==> src/rtl/tmr_pkg.sv <==
package tmr_pkg;
  typedef enum logic [1:0] {
    MODE_FREE   = 2'd0,
    MODE_DUAL   = 2'd1,
    MODE_CLEAR  = 2'd2,
    MODE_SINGLE = 2'd3
  } tmr_mode_e;
endpackage

==> src/rtl/tmr_step.sv <==
// Combinational next-count, next-direction and overflow-event logic.
module tmr_step
  import tmr_pkg::*;
#(
  parameter int W = 8
) (
  input  logic [W-1:0] cnt_i,
  input  logic         dn_i,
  input  logic [1:0]   mode_i,
  input  logic [W-1:0] cmp_i,
  output logic [W-1:0] nxt_cnt_o,
  output logic         nxt_dn_o,
  output logic         evt_o
);
  localparam logic [W-1:0] MAX  = {W{1'b1}};
  localparam logic [W-1:0] ZERO = '0;
  localparam logic [W-1:0] ONE  = {{(W-1){1'b0}}, 1'b1};

  logic [W-1:0] inc, dec;
  logic         fall;

  assign inc = cnt_i + ONE;
  assign dec = cnt_i - ONE;

  always_comb begin
    nxt_cnt_o = inc;
    nxt_dn_o  = 1'b0;
    evt_o     = 1'b0;
    fall      = 1'b0;
    unique case (tmr_mode_e'(mode_i))
      MODE_FREE: begin
        nxt_cnt_o = inc;
        evt_o     = (cnt_i == MAX);
      end
      MODE_CLEAR: begin
        nxt_cnt_o = (cnt_i == cmp_i) ? ZERO : inc;
        evt_o     = (cnt_i == MAX);
      end
      MODE_SINGLE: begin
        nxt_cnt_o = (cnt_i == MAX) ? ZERO : inc;
        evt_o     = (inc == MAX);
      end
      MODE_DUAL: begin
        fall      = (cnt_i == MAX) || (dn_i && (cnt_i != ZERO));
        nxt_cnt_o = fall ? dec : inc;
        if (nxt_cnt_o == MAX)       nxt_dn_o = 1'b1;
        else if (nxt_cnt_o == ZERO) nxt_dn_o = 1'b0;
        else                        nxt_dn_o = fall;
        evt_o     = fall && (cnt_i == ONE);
      end
      default: begin
        nxt_cnt_o = inc;
      end
    endcase
  end
endmodule

==> src/rtl/tmr_cnt_reg.sv <==
// Count and direction registers; CPU load has top priority.
module tmr_cnt_reg
  import tmr_pkg::*;
#(
  parameter int W = 8
) (
  input  logic         clk_i,
  input  logic         rst_ni,
  input  logic         tick_i,
  input  logic [1:0]   mode_i,
  input  logic         we_i,
  input  logic [W-1:0] wdata_i,
  input  logic [W-1:0] nxt_cnt_i,
  input  logic         nxt_dn_i,
  output logic [W-1:0] cnt_o,
  output logic         dn_o
);
  logic [W-1:0] cnt_d;
  logic         dn_d;
  logic         adv;

  assign adv = tick_i && !we_i;

  always_comb begin
    cnt_d = cnt_o;
    if (we_i)       cnt_d = wdata_i;
    else if (adv)   cnt_d = nxt_cnt_i;
  end

  always_comb begin
    dn_d = dn_o;
    if (tmr_mode_e'(mode_i) != MODE_DUAL) dn_d = 1'b0;
    else if (adv)                         dn_d = nxt_dn_i;
  end

  always_ff @(posedge clk_i or negedge rst_ni) begin
    if (!rst_ni) begin
      cnt_o <= '0;
      dn_o  <= 1'b0;
    end else begin
      cnt_o <= cnt_d;
      dn_o  <= dn_d;
    end
  end
endmodule

==> src/rtl/tmr_flag.sv <==
// Sticky flag: set wins over clear.
module tmr_flag (
  input  logic clk_i,
  input  logic rst_ni,
  input  logic set_i,
  input  logic clr_i,
  output logic flag_o
);
  logic flag_d;

  always_comb begin
    flag_d = flag_o;
    if (set_i)      flag_d = 1'b1;
    else if (clr_i) flag_d = 1'b0;
  end

  always_ff @(posedge clk_i or negedge rst_ni) begin
    if (!rst_ni) flag_o <= 1'b0;
    else         flag_o <= flag_d;
  end
endmodule

==> src/rtl/tmr_core.sv <==
module tmr_core
  import tmr_pkg::*;
#(
  parameter int W = 8
) (
  input  logic         clk_i,
  input  logic         rst_ni,
  input  logic         tick_i,
  input  logic [1:0]   mode_i,
  input  logic [W-1:0] cmp_i,
  input  logic         cnt_we_i,
  input  logic [W-1:0] cnt_wdata_i,
  input  logic         ovf_clr_i,
  input  logic         ovf_ack_i,
  output logic [W-1:0] cnt_o,
  output logic         down_o,
  output logic         top_o,
  output logic         bottom_o,
  output logic         ovf_o
);
  localparam logic [W-1:0] MAX = {W{1'b1}};

  logic [W-1:0] nxt_cnt;
  logic         nxt_dn;
  logic         evt;
  logic         ovf_set;
  logic [W-1:0] top_val;

  tmr_step #(.W(W)) u_step (
    .cnt_i     (cnt_o),
    .dn_i      (down_o),
    .mode_i    (mode_i),
    .cmp_i     (cmp_i),
    .nxt_cnt_o (nxt_cnt),
    .nxt_dn_o  (nxt_dn),
    .evt_o     (evt)
  );

  tmr_cnt_reg #(.W(W)) u_cnt (
    .clk_i     (clk_i),
    .rst_ni    (rst_ni),
    .tick_i    (tick_i),
    .mode_i    (mode_i),
    .we_i      (cnt_we_i),
    .wdata_i   (cnt_wdata_i),
    .nxt_cnt_i (nxt_cnt),
    .nxt_dn_i  (nxt_dn),
    .cnt_o     (cnt_o),
    .dn_o      (down_o)
  );

  assign ovf_set = tick_i && !cnt_we_i && evt;

  tmr_flag u_flag (
    .clk_i  (clk_i),
    .rst_ni (rst_ni),
    .set_i  (ovf_set),
    .clr_i  (ovf_clr_i || ovf_ack_i),
    .flag_o (ovf_o)
  );

  assign top_val  = (tmr_mode_e'(mode_i) == MODE_CLEAR) ? cmp_i : MAX;
  assign top_o    = (cnt_o == top_val);
  assign bottom_o = (cnt_o == '0);
endmodule

==> config.mk <==
export PLATFORM = sky130hd
export DESIGN_NAME = tmr_core
export DESIGN_NICKNAME = d
export VERILOG_FILES = /design/src/rtl/tmr_pkg.sv /design/src/rtl/tmr_step.sv /design/src/rtl/tmr_cnt_reg.sv /design/src/rtl/tmr_flag.sv /design/src/rtl/tmr_core.sv
export SDC_FILE = /design/constraint.sdc
export NUM_CORES = 1
export LEC_CHECK = 0
export CORE_UTILIZATION = 35
export DETAILED_ROUTE_END_ITERATION = 8
export HOLD_SLACK_MARGIN = 0.02
export PLACE_DENSITY_LB_ADDON = 0.3
export SLEW_MARGIN = 20
export SYNTH_ARGS = -nofsm -noshare
export SYNTH_HDL_FRONTEND = slang
export SYNTH_HIERARCHICAL = 1
export SYNTH_SLANG_ARGS = --single-unit
==> constraint.sdc <==
create_clock -name clk_i -period 6.3 [get_ports clk_i]
set_clock_uncertainty 0.1 [all_clocks]
set_input_delay 1.26 -clock clk_i [delete_from_list [all_inputs] [get_ports clk_i]]
set_output_delay 1.26 -clock clk_i [all_outputs]
set_load 0.02 [all_outputs]
==> flow_summary.yaml, run 1 <==
floorplanning:
  fp-row-count: 24
  initial_utilization_pct: 36.6
  die_width_um: 69.4
  die_h_um: 69.4
  core_area_sq_mm: 0.00435
  die_area_sq_mm: 0.00482
  ios: 36
detailed_routing:
  antenna_left: 0
  dr.pass1.iters: 4
  drt_iter0_markers: 107
  post_drt_wl_per_cell_um: 16.4
  vias: 1628
  routed_via_density: 5.81
  drc_errors: 0
  routed_wl_um: 4580
clocking:
  htreeDepth: 1
  ctsResizeCount: 0
  cts-root-buf: "clkbuf_8"
  cts_setup_buffers: 0
  clockBufferDepth: 2
  cts.clk_slew.worst_paths_ns: 0.04
  postCtsHoldBufs: 0
  cts_tree: "built"
  clk_latency_ns: 0.23
  cts.sink_count: 10
  cts_made_buffers: 3
grt:
  antenna_found_initial: 0
  grt_pass1_vias: 1536
  grt_pass1_wl_um: 7450
  grt_util_all_layers_pct: 18.6
  grt_max_degree: 21
  overflow: 0
worst_setup_path:
  critPathKind: "in -> out"
  rr_worst_depth: 9
  startpoint: "mode_i[1]"
  cp_data_required_time_ns: 4.94
  path_max_fanout: 12
  end_kind: "primary output"
  endpoint: "top_o"
  critPathArrivalTime_ns: 3.41
  startpoint_type: "primary input"
  r2r_slack_ns: 3.11
  reg2reg_to: "u_cnt/dn_o"
  r2r_start: "u_cnt/cnt_o[0]"
sta:
  max-slew-margin-rel_pct: 46.4
  period_needed_ns: 4.77
  hold_viol_final: 0
  worst_slew_pin_slew_ns: 0.804
  fin_tns_setup_ns: 0
  drv_slew: 0
  fin_crit_sh_pct: 75.7
  rsz0062_at_grt: "false"
  setup_ws_ns: 1.53
  fmax_mhz: 210
  setup_violations: 0
synthesis:
  synthCells: 203
  synth.distinct_cells: 56
  synth_fp_nets: 231
  async_flop_share_pct: 100
  synth-seq-cells: 10
  ys.flop_type: "dfrtp_1"
  yosysSeqAreaShare_pct: 15.7
  synth_edf_count: 0
  syn_area_per_cell_sq_um: 7.84
  syn-cell-area_sq_mm: 0.00159
  yosys_warnings: 6
final_layout:
  utilization_pct: 44.9
  seqCellArea_sq_um: 250
  diodes: 0
  final_cells: 280
  layout-drive-gt1-share_pct: 8.77
  fillers: 449
  fin_nets: 258
  synthToLayoutAreaGrowth_pct: 22.9
  multi_input_area_sq_mm: 0.00123
placement:
  hpwl_um: 3290
  place_inst: 277
  portBuffers: 35
  dp_slack_ns: 1.54
  gp_congestion: 0.915
hold_path:
  hp-class: "reg -> reg"
flow_run:
  cap_violations: 0
run_status:
  status: "finished, final reports clean"
power:
  p_leak_uw: 0.000720
  peakVddDrop_v: 0.000175
  power_density_mw_per_mm2: 154
worst min-delay path by stage:
stage                       start  cells past startpoint  slack (ns)             to
CTS                 u_flag/flag_o                      1        0.39  u_flag/flag_o
global route        u_flag/flag_o                      1        0.42  u_flag/flag_o
finish              u_flag/flag_o                      1        0.39  u_flag/flag_o
floorplan           u_flag/flag_o                      1        0.50  u_flag/flag_o
global placement    u_flag/flag_o                      1        0.38  u_flag/flag_o
detailed placement  u_flag/flag_o                      1        0.38  u_flag/flag_o
metrics by stage:
stage | area, sq um | total power (uW) | hold WS, ns
after global placement | 1910 | 235 | 0.377
after global routing | 1960 | 321 | 0.425
after floorplan | 1590 | 187 | 0.499
after CTS | 1960 | 302 | 0.390
after detailed placement | 1910 | 237 | 0.375
final | 1960 | 301 | 0.387
placed cells by master, fill, tap and decap left out, drive strengths merged, types with 5 or more instances in the layout:
| cell type | instances |
|---|---|
| clkdlybuf4s50 | 35 |
| nand2 | 27 |
| o21ai | 16 |
| mux2i | 13 |
| xnor2 | 12 |
| nor2 | 10 |
| dfrtp | 10 |
| nor4 | 10 |
| xor2 | 9 |
| nor3 | 8 |
| a21o | 6 |
| nand3 | 6 |
| inv | 5 |
synthesized netlist by cell type, types with 2 or more instances:
cell type / instances / area [sq um]
nor3_2: 2 / 20.0
nor2_1: 10 / 37.5
or2_2: 2 / 12.5
a311oi_1: 4 / 35.0
buf_6: 4 / 45.0
or4_1: 2 / 15.0
o21ai_0: 15 / 75.1
nand4_1: 3 / 18.8
inv_1: 5 / 18.8
a21oi_1: 4 / 20.0
xnor2_1: 12 / 105
ha_1: 4 / 50.1
buf_4: 2 / 15.0
o22ai_1: 4 / 25.0
xor2_1: 9 / 78.8
dfrtp_1: 10 / 250
and2_1: 3 / 18.8
nor3_1: 6 / 30.0
a21o_2: 5 / 43.8
clkbuf_1: 2 / 7.51
nor4_1: 9 / 56.3
nand2b_1: 3 / 18.8
nand3b_1: 3 / 22.5
buf_2: 5 / 25.0
nand3_1: 5 / 25.0
nand2_1: 27 / 101
o211ai_1: 2 / 15.0
mux2i_1: 13 / 130
cell families after synthesis:
family          synth area share [%]
buf+inv                         7.00
mux                             8.18
xor+xnor                        11.6
compound gates                  23.6
fa+ha+maj                       3.14
simple gates                    30.8
flops                           15.7
worst max-delay path, cell delays in order:
cell and delay (ns):
clkdlybuf4s50_1 0.68, nand2b_4 0.16, nor4_1 0.29, a311oi_1 0.09
nor4_1 0.28, clkdlybuf4s50_1 0.65
layout make-up:
type / count / area share, %
Timing Repair Buffer: 35 / 17.9
Sequential cell: 10 / 12.8
Multi-Input combinational cell: 175 / 62.9
Clock buffer: 3 / 2.11
Inverter: 5 / 0.960
Tap cell: 52 / 3.33
state kept, by name (all words and copies together) (netlist names):
register       cells
u_cnt/cnt_o        8
u_cnt/dn_o         1
u_flag/flag_o      1
layer usage:
metal  wire (um)  vias up  global-route usage [%]
li1            -      808                       -
met1        2070      758                    25.5
met2        2220       60                    31.6
met3         267        2                    2.62
met4          21        0                    2.49
met5           0        -                       0
report_power, final:
part           internal (uW)  switching [uW]
Sequential              69.9            35.7
Combinational           65.3            66.8
Clock                   41.6            22.1
Note: power is estimated with default switching activity, not from simulation.
==> run 2, diff against run 1 <==
clock period = 3.9 ns   (was 6.3 ns; I/O delays follow)
==> flow_summary.yaml, run 2 (synthesis gave the netlist of run 1 again) <==
floorplanning:
  initial_utilization_pct: 36.6
  die_h_um: 69.4
  fp-row-count: 24
  ios: 36
  core_area_sq_mm: 0.00435
  die_area_sq_mm: 0.00482
  die_width_um: 69.4
power:
  p_leak_uw: 0.000756
  peakVddDrop_v: 0.000180
  power_density_mw_per_mm2: 260
clocking:
  cts-root-buf: "clkbuf_8"
  cts.clk_slew.worst_paths_ns: 0.05
  cts.sink_count: 10
  cts_made_buffers: 3
  clk_latency_ns: 0.24
  clockBufferDepth: 2
  cts_tree: "built"
  ctsResizeCount: 0
  postCtsHoldBufs: 0
  htreeDepth: 1
  cts_setup_buffers: 0
worst_setup_path:
  cpMaxStageDelayCell: "clkdlybuf4s50_1"
  startpoint: "cmp_i[0]"
  critPathKind: "in -> out"
  r2r_start: "u_cnt/cnt_o[0]"
  cp_num_buf_inv: 2
  crit_family: "buffers and inverters"
  end_kind: "primary output"
  startpoint_type: "primary input"
  cp_data_required_time_ns: 3.02
  critPathArrivalTime_ns: 2.78
  cpPeakStageDelay_ns: 0.66
  cp_cell_sequence: "clkdlybuf4s50_1 -> xor2_1 -> nor4_1 -> a311oi_1 -> nor4_1 -> clkdlybuf4s50_1"
  path_max_fanout: 4
final_layout:
  fin_nets: 264
  layout-drive-gt1-share_pct: 11.5
  layout_commonest_cell: "clkdlybuf4s50_1"
  largestRegisters: "u_cnt/cnt_o x8, u_cnt/dn_o x1, u_flag/flag_o x1"
  seqCellArea_sq_um: 250
  fillers: 444
  mostFrequentLayoutCells: "clkdlybuf4s50_1 (35), nand2_1 (27), o21ai_0 (15)"
  largest-register: "u_cnt/cnt_o"
  design_area_sq_mm: 0.00201
  largest_reg_flops: 8
  diodes: 0
  synthToLayoutAreaGrowth_pct: 26.6
  multi_input_area_sq_mm: 0.00123
detailed_routing:
  antenna_left: 0
  drc_errors: 0
  vias: 1709
  post_drt_wl_per_cell_um: 16.1
  routed_via_density: 5.95
  drt_iter0_markers: 156
  routed_wl_um: 4610
  dr.pass1.iters: 4
grt:
  grtUsageMet3_pct: 3.05
  grt_max_degree: 19
  antenna_found_initial: 0
  top_usage_layer: "met2"
  overflow: 0
  grt_util_all_layers_pct: 19.2
  grt_pass1_vias: 1552
  use_met2_pct: 31.6
  grt_pass1_wl_um: 7560
  grtUsageMet1_pct: 26.3
hold_path:
  min-delay-start: "u_flag/flag_o"
  hp-class: "reg -> reg"
placement:
  portBuffers: 35
  gp_congestion: 0.901
  place_area_sq_mm: 0.00196
  hpwl_um: 3340
run_status:
  status: "finished, final reports clean"
sta:
  fin_crit_sh_pct: 93.9
  worst_slew_pin_slew_ns: 0.700
  fin_tns_setup_ns: 0
  rsz0062_at_grt: "false"
  hold_viol_final: 0
  drv_slew: 0
  whs_ns: 0.383
  max-slew-margin-rel_pct: 53.3
  fmax_mhz: 273
  setup_violations: 0
  period_needed_ns: 3.66
flow_run:
  cap_violations: 0
[run 2: cell types whose count changed in the layout (fill, tap and decap cells not counted), sizes merged]
cell and delta:
buf +6, clkbuf +1
[run 2: report_power, final]
group	internal, uW	switching [uW]
registers	113	40.2
clock network	88.7	40.7
logic	113	127
[run 2: through the flow]
| step | utilization (%) | instances | setup slack (ns) | power, uW |
|---|---|---|---|---|
| final | 46.3 | 287 | 0.237 | 523 |
| after global routing | 46.3 | 287 | 0.0881 | 559 |
| after CTS | 46.3 | 287 | 0.260 | 526 |
| after detailed placement | 45.0 | 283 | 0.265 | 393 |
| after global placement | 45.0 | 283 | 0.317 | 391 |
| after floorplan | - | 203 | 0.959 | 302 |
[run 2: area by class of cell]
cell class	count	share of cell area [%]
flip-flops and latches	10	12.4
multi-input cells	175	61.1
well taps	52	3.23
repair buffers	41	19.6
inverters	5	0.932
clock buffers	4	2.73
[run 2: routing by layer]
metal / up-vias / part of all wire, %
met5: - / 0
met4: 0 / 1.0
met3: 6 / 5.2
met2: 60 / 47
met1: 823 / 47
li1: 820 / -
[run 2: path summary, 6_finish.rpt]
kind                                   to  slack (ns)  cells after the start
max in group asynchronous  u_cnt/cnt_o[6]        2.63                      1
hold / removal              u_flag/flag_o        0.38                      1
setup reg to reg               u_cnt/dn_o        0.68                      9
hold reg to reg             u_flag/flag_o        0.38                      1
min in group asynchronous  u_cnt/cnt_o[7]        0.76                      1
setup / recovery                    top_o        0.24                      6
==> run 3, diff against run 2 <==
CORE_UTILIZATION = 46   (was 35)
SETUP_SLACK_MARGIN = 0.3   (was unset)
==> flow_summary.yaml, run 3 (synthesis gave the netlist of run 1 again) <==
run_status:
  status: "finished, final reports clean"
floorplanning:
  fp-row-count: 20
  die_area_sq_mm: 0.00370
  initial_utilization_pct: 50.1
  ios: 36
  core_area_sq_mm: 0.00318
  die_h_um: 60.8
  die_width_um: 60.8
final_layout:
  final_cells: 278
  utilization_pct: 62.2
  layout_commonest_cell: "clkdlybuf4s50_1"
  largestRegisters: "u_cnt/cnt_o x8, u_cnt/dn_o x1, u_flag/flag_o x1"
  fin_nets: 263
  layout-drive-gt1-share_pct: 11.1
  largest_reg_flops: 8
  diodes: 0
  largest-register: "u_cnt/cnt_o"
  synthToLayoutAreaGrowth_pct: 24.2
  mostFrequentLayoutCells: "clkdlybuf4s50_1 (34), nand2_1 (27), o21ai_0 (15)"
  fillers: 296
detailed_routing:
  vias: 1682
  dr.pass1.iters: 4
  drt_iter0_markers: 106
  routed_via_density: 6.05
  antenna_left: 0
  drc_errors: 0
  post_drt_wl_per_cell_um: 15.2
  routed_wl_um: 4230
grt:
  antenna_found_initial: 0
  grt_pass1_vias: 1506
  overflow: 0
  grt_pass1_wl_um: 6930
  grt_util_all_layers_pct: 25.0
  grt_max_degree: 19
worst_setup_path:
  r2r_start: "u_cnt/cnt_o[0]"
  critPathArrivalTime_ns: 2.42
  critPathKind: "in -> out"
  endpoint: "top_o"
  cp_data_required_time_ns: 3.02
  r2r_slack_ns: 0.90
  path_max_fanout: 12
  startpoint: "mode_i[1]"
  rr_worst_depth: 9
  reg2reg_to: "u_cnt/dn_o"
  end_kind: "primary output"
  startpoint_type: "primary input"
clocking:
  ctsResizeCount: 1
  postCtsHoldBufs: 0
  clk_latency_ns: 0.26
  cts_tree: "built"
  cts_setup_buffers: 0
  cts_made_buffers: 3
  clockBufferDepth: 2
  cts.clk_slew.worst_paths_ns: 0.06
  cts.sink_count: 10
  cts-root-buf: "clkbuf_4"
  htreeDepth: 1
sta:
  fin_tns_setup_ns: 0
  hold_viol_final: 0
  setup_ws_ns: 0.598
  worst_slew_pin_slew_ns: 0.669
  fmax_mhz: 303
  period_needed_ns: 3.30
  max-slew-margin-rel_pct: 55.4
  drv_slew: 0
  fin_crit_sh_pct: 84.7
  setup_violations: 0
  rsz0062_at_grt: "false"
placement:
  hpwl_um: 3110
  portBuffers: 35
  place_inst: 274
  dp_slack_ns: 0.297
  gp_congestion: 0.945
power:
  power_uw: 481
  p_leak_uw: 0.000748
  power_density_mw_per_mm2: 243
  peakVddDrop_v: 0.000289
hold_path:
  hp-class: "reg -> reg"
flow_run:
  cap_violations: 0
## run 3: cell count changes in the layout (fill, tap and decap cells not counted), sizes merged
cell,previous run,this run
buf,6,5
clkdlybuf4s50,35,34
dlygate4sd2,0,1
## run 3: critical path: stages
cell	delay [ns]
clkdlybuf4s50_1	0.53
nand2b_4	0.13
nor4_1	0.24
a311oi_1	0.08
nor4_1	0.30
dlygate4sd2_1	0.36
## run 3: per-layer routing
layer | wire length, um | global-route usage (%) | vias to the layer above
li1 | - | - | 818
met1 | 1920 | 33.9 | 781
met2 | 1960 | 41.8 | 81
met3 | 337 | 4.48 | 2
met4 | 10 | 4.87 | 0
met5 | 0 | 0 | -
## run 3: power breakdown
group          leakage [uW]  internal, uW  switching (uW)  total, uW
logic              0.000602           111             124        235
clock network     0.0000210          56.7            35.6       92.3
registers          0.000125           113            40.5        153
## run 3: final cells by class
class	instances	area (sq um)	share of cell area, %
multi-input combinational	175	1230	62.2
timing repair buffer	40	387	19.6
sequential	10	250	12.7
tap	44	55.1	2.78
clock buffer	4	36.3	1.84
inverter	5	18.8	0.949
## run 3: metrics by stage
stage / instance area (sq um) / hold WS, ns
after floorplan: 1590 / 0.384
after global placement: 1940 / 0.379
after detailed placement: 1940 / 0.380
after CTS: 1980 / 0.398
after global routing: 1980 / 0.408
final: 1980 / 0.390
## run 3: how the worst min path moves through the flow
stage          slack (ns)     startpoint             end  depth (start not counted)
3_5_place_dp         0.38  u_flag/flag_o   u_flag/flag_o                          1
2_1_floorplan        0.38         rst_ni  u_cnt/cnt_o[0]                          0
5_1_grt              0.41  u_flag/flag_o   u_flag/flag_o                          1
6_report             0.39  u_flag/flag_o   u_flag/flag_o                          1
3_3_place_gp         0.38  u_flag/flag_o   u_flag/flag_o                          1
4_1_cts              0.40  u_flag/flag_o   u_flag/flag_o                          1
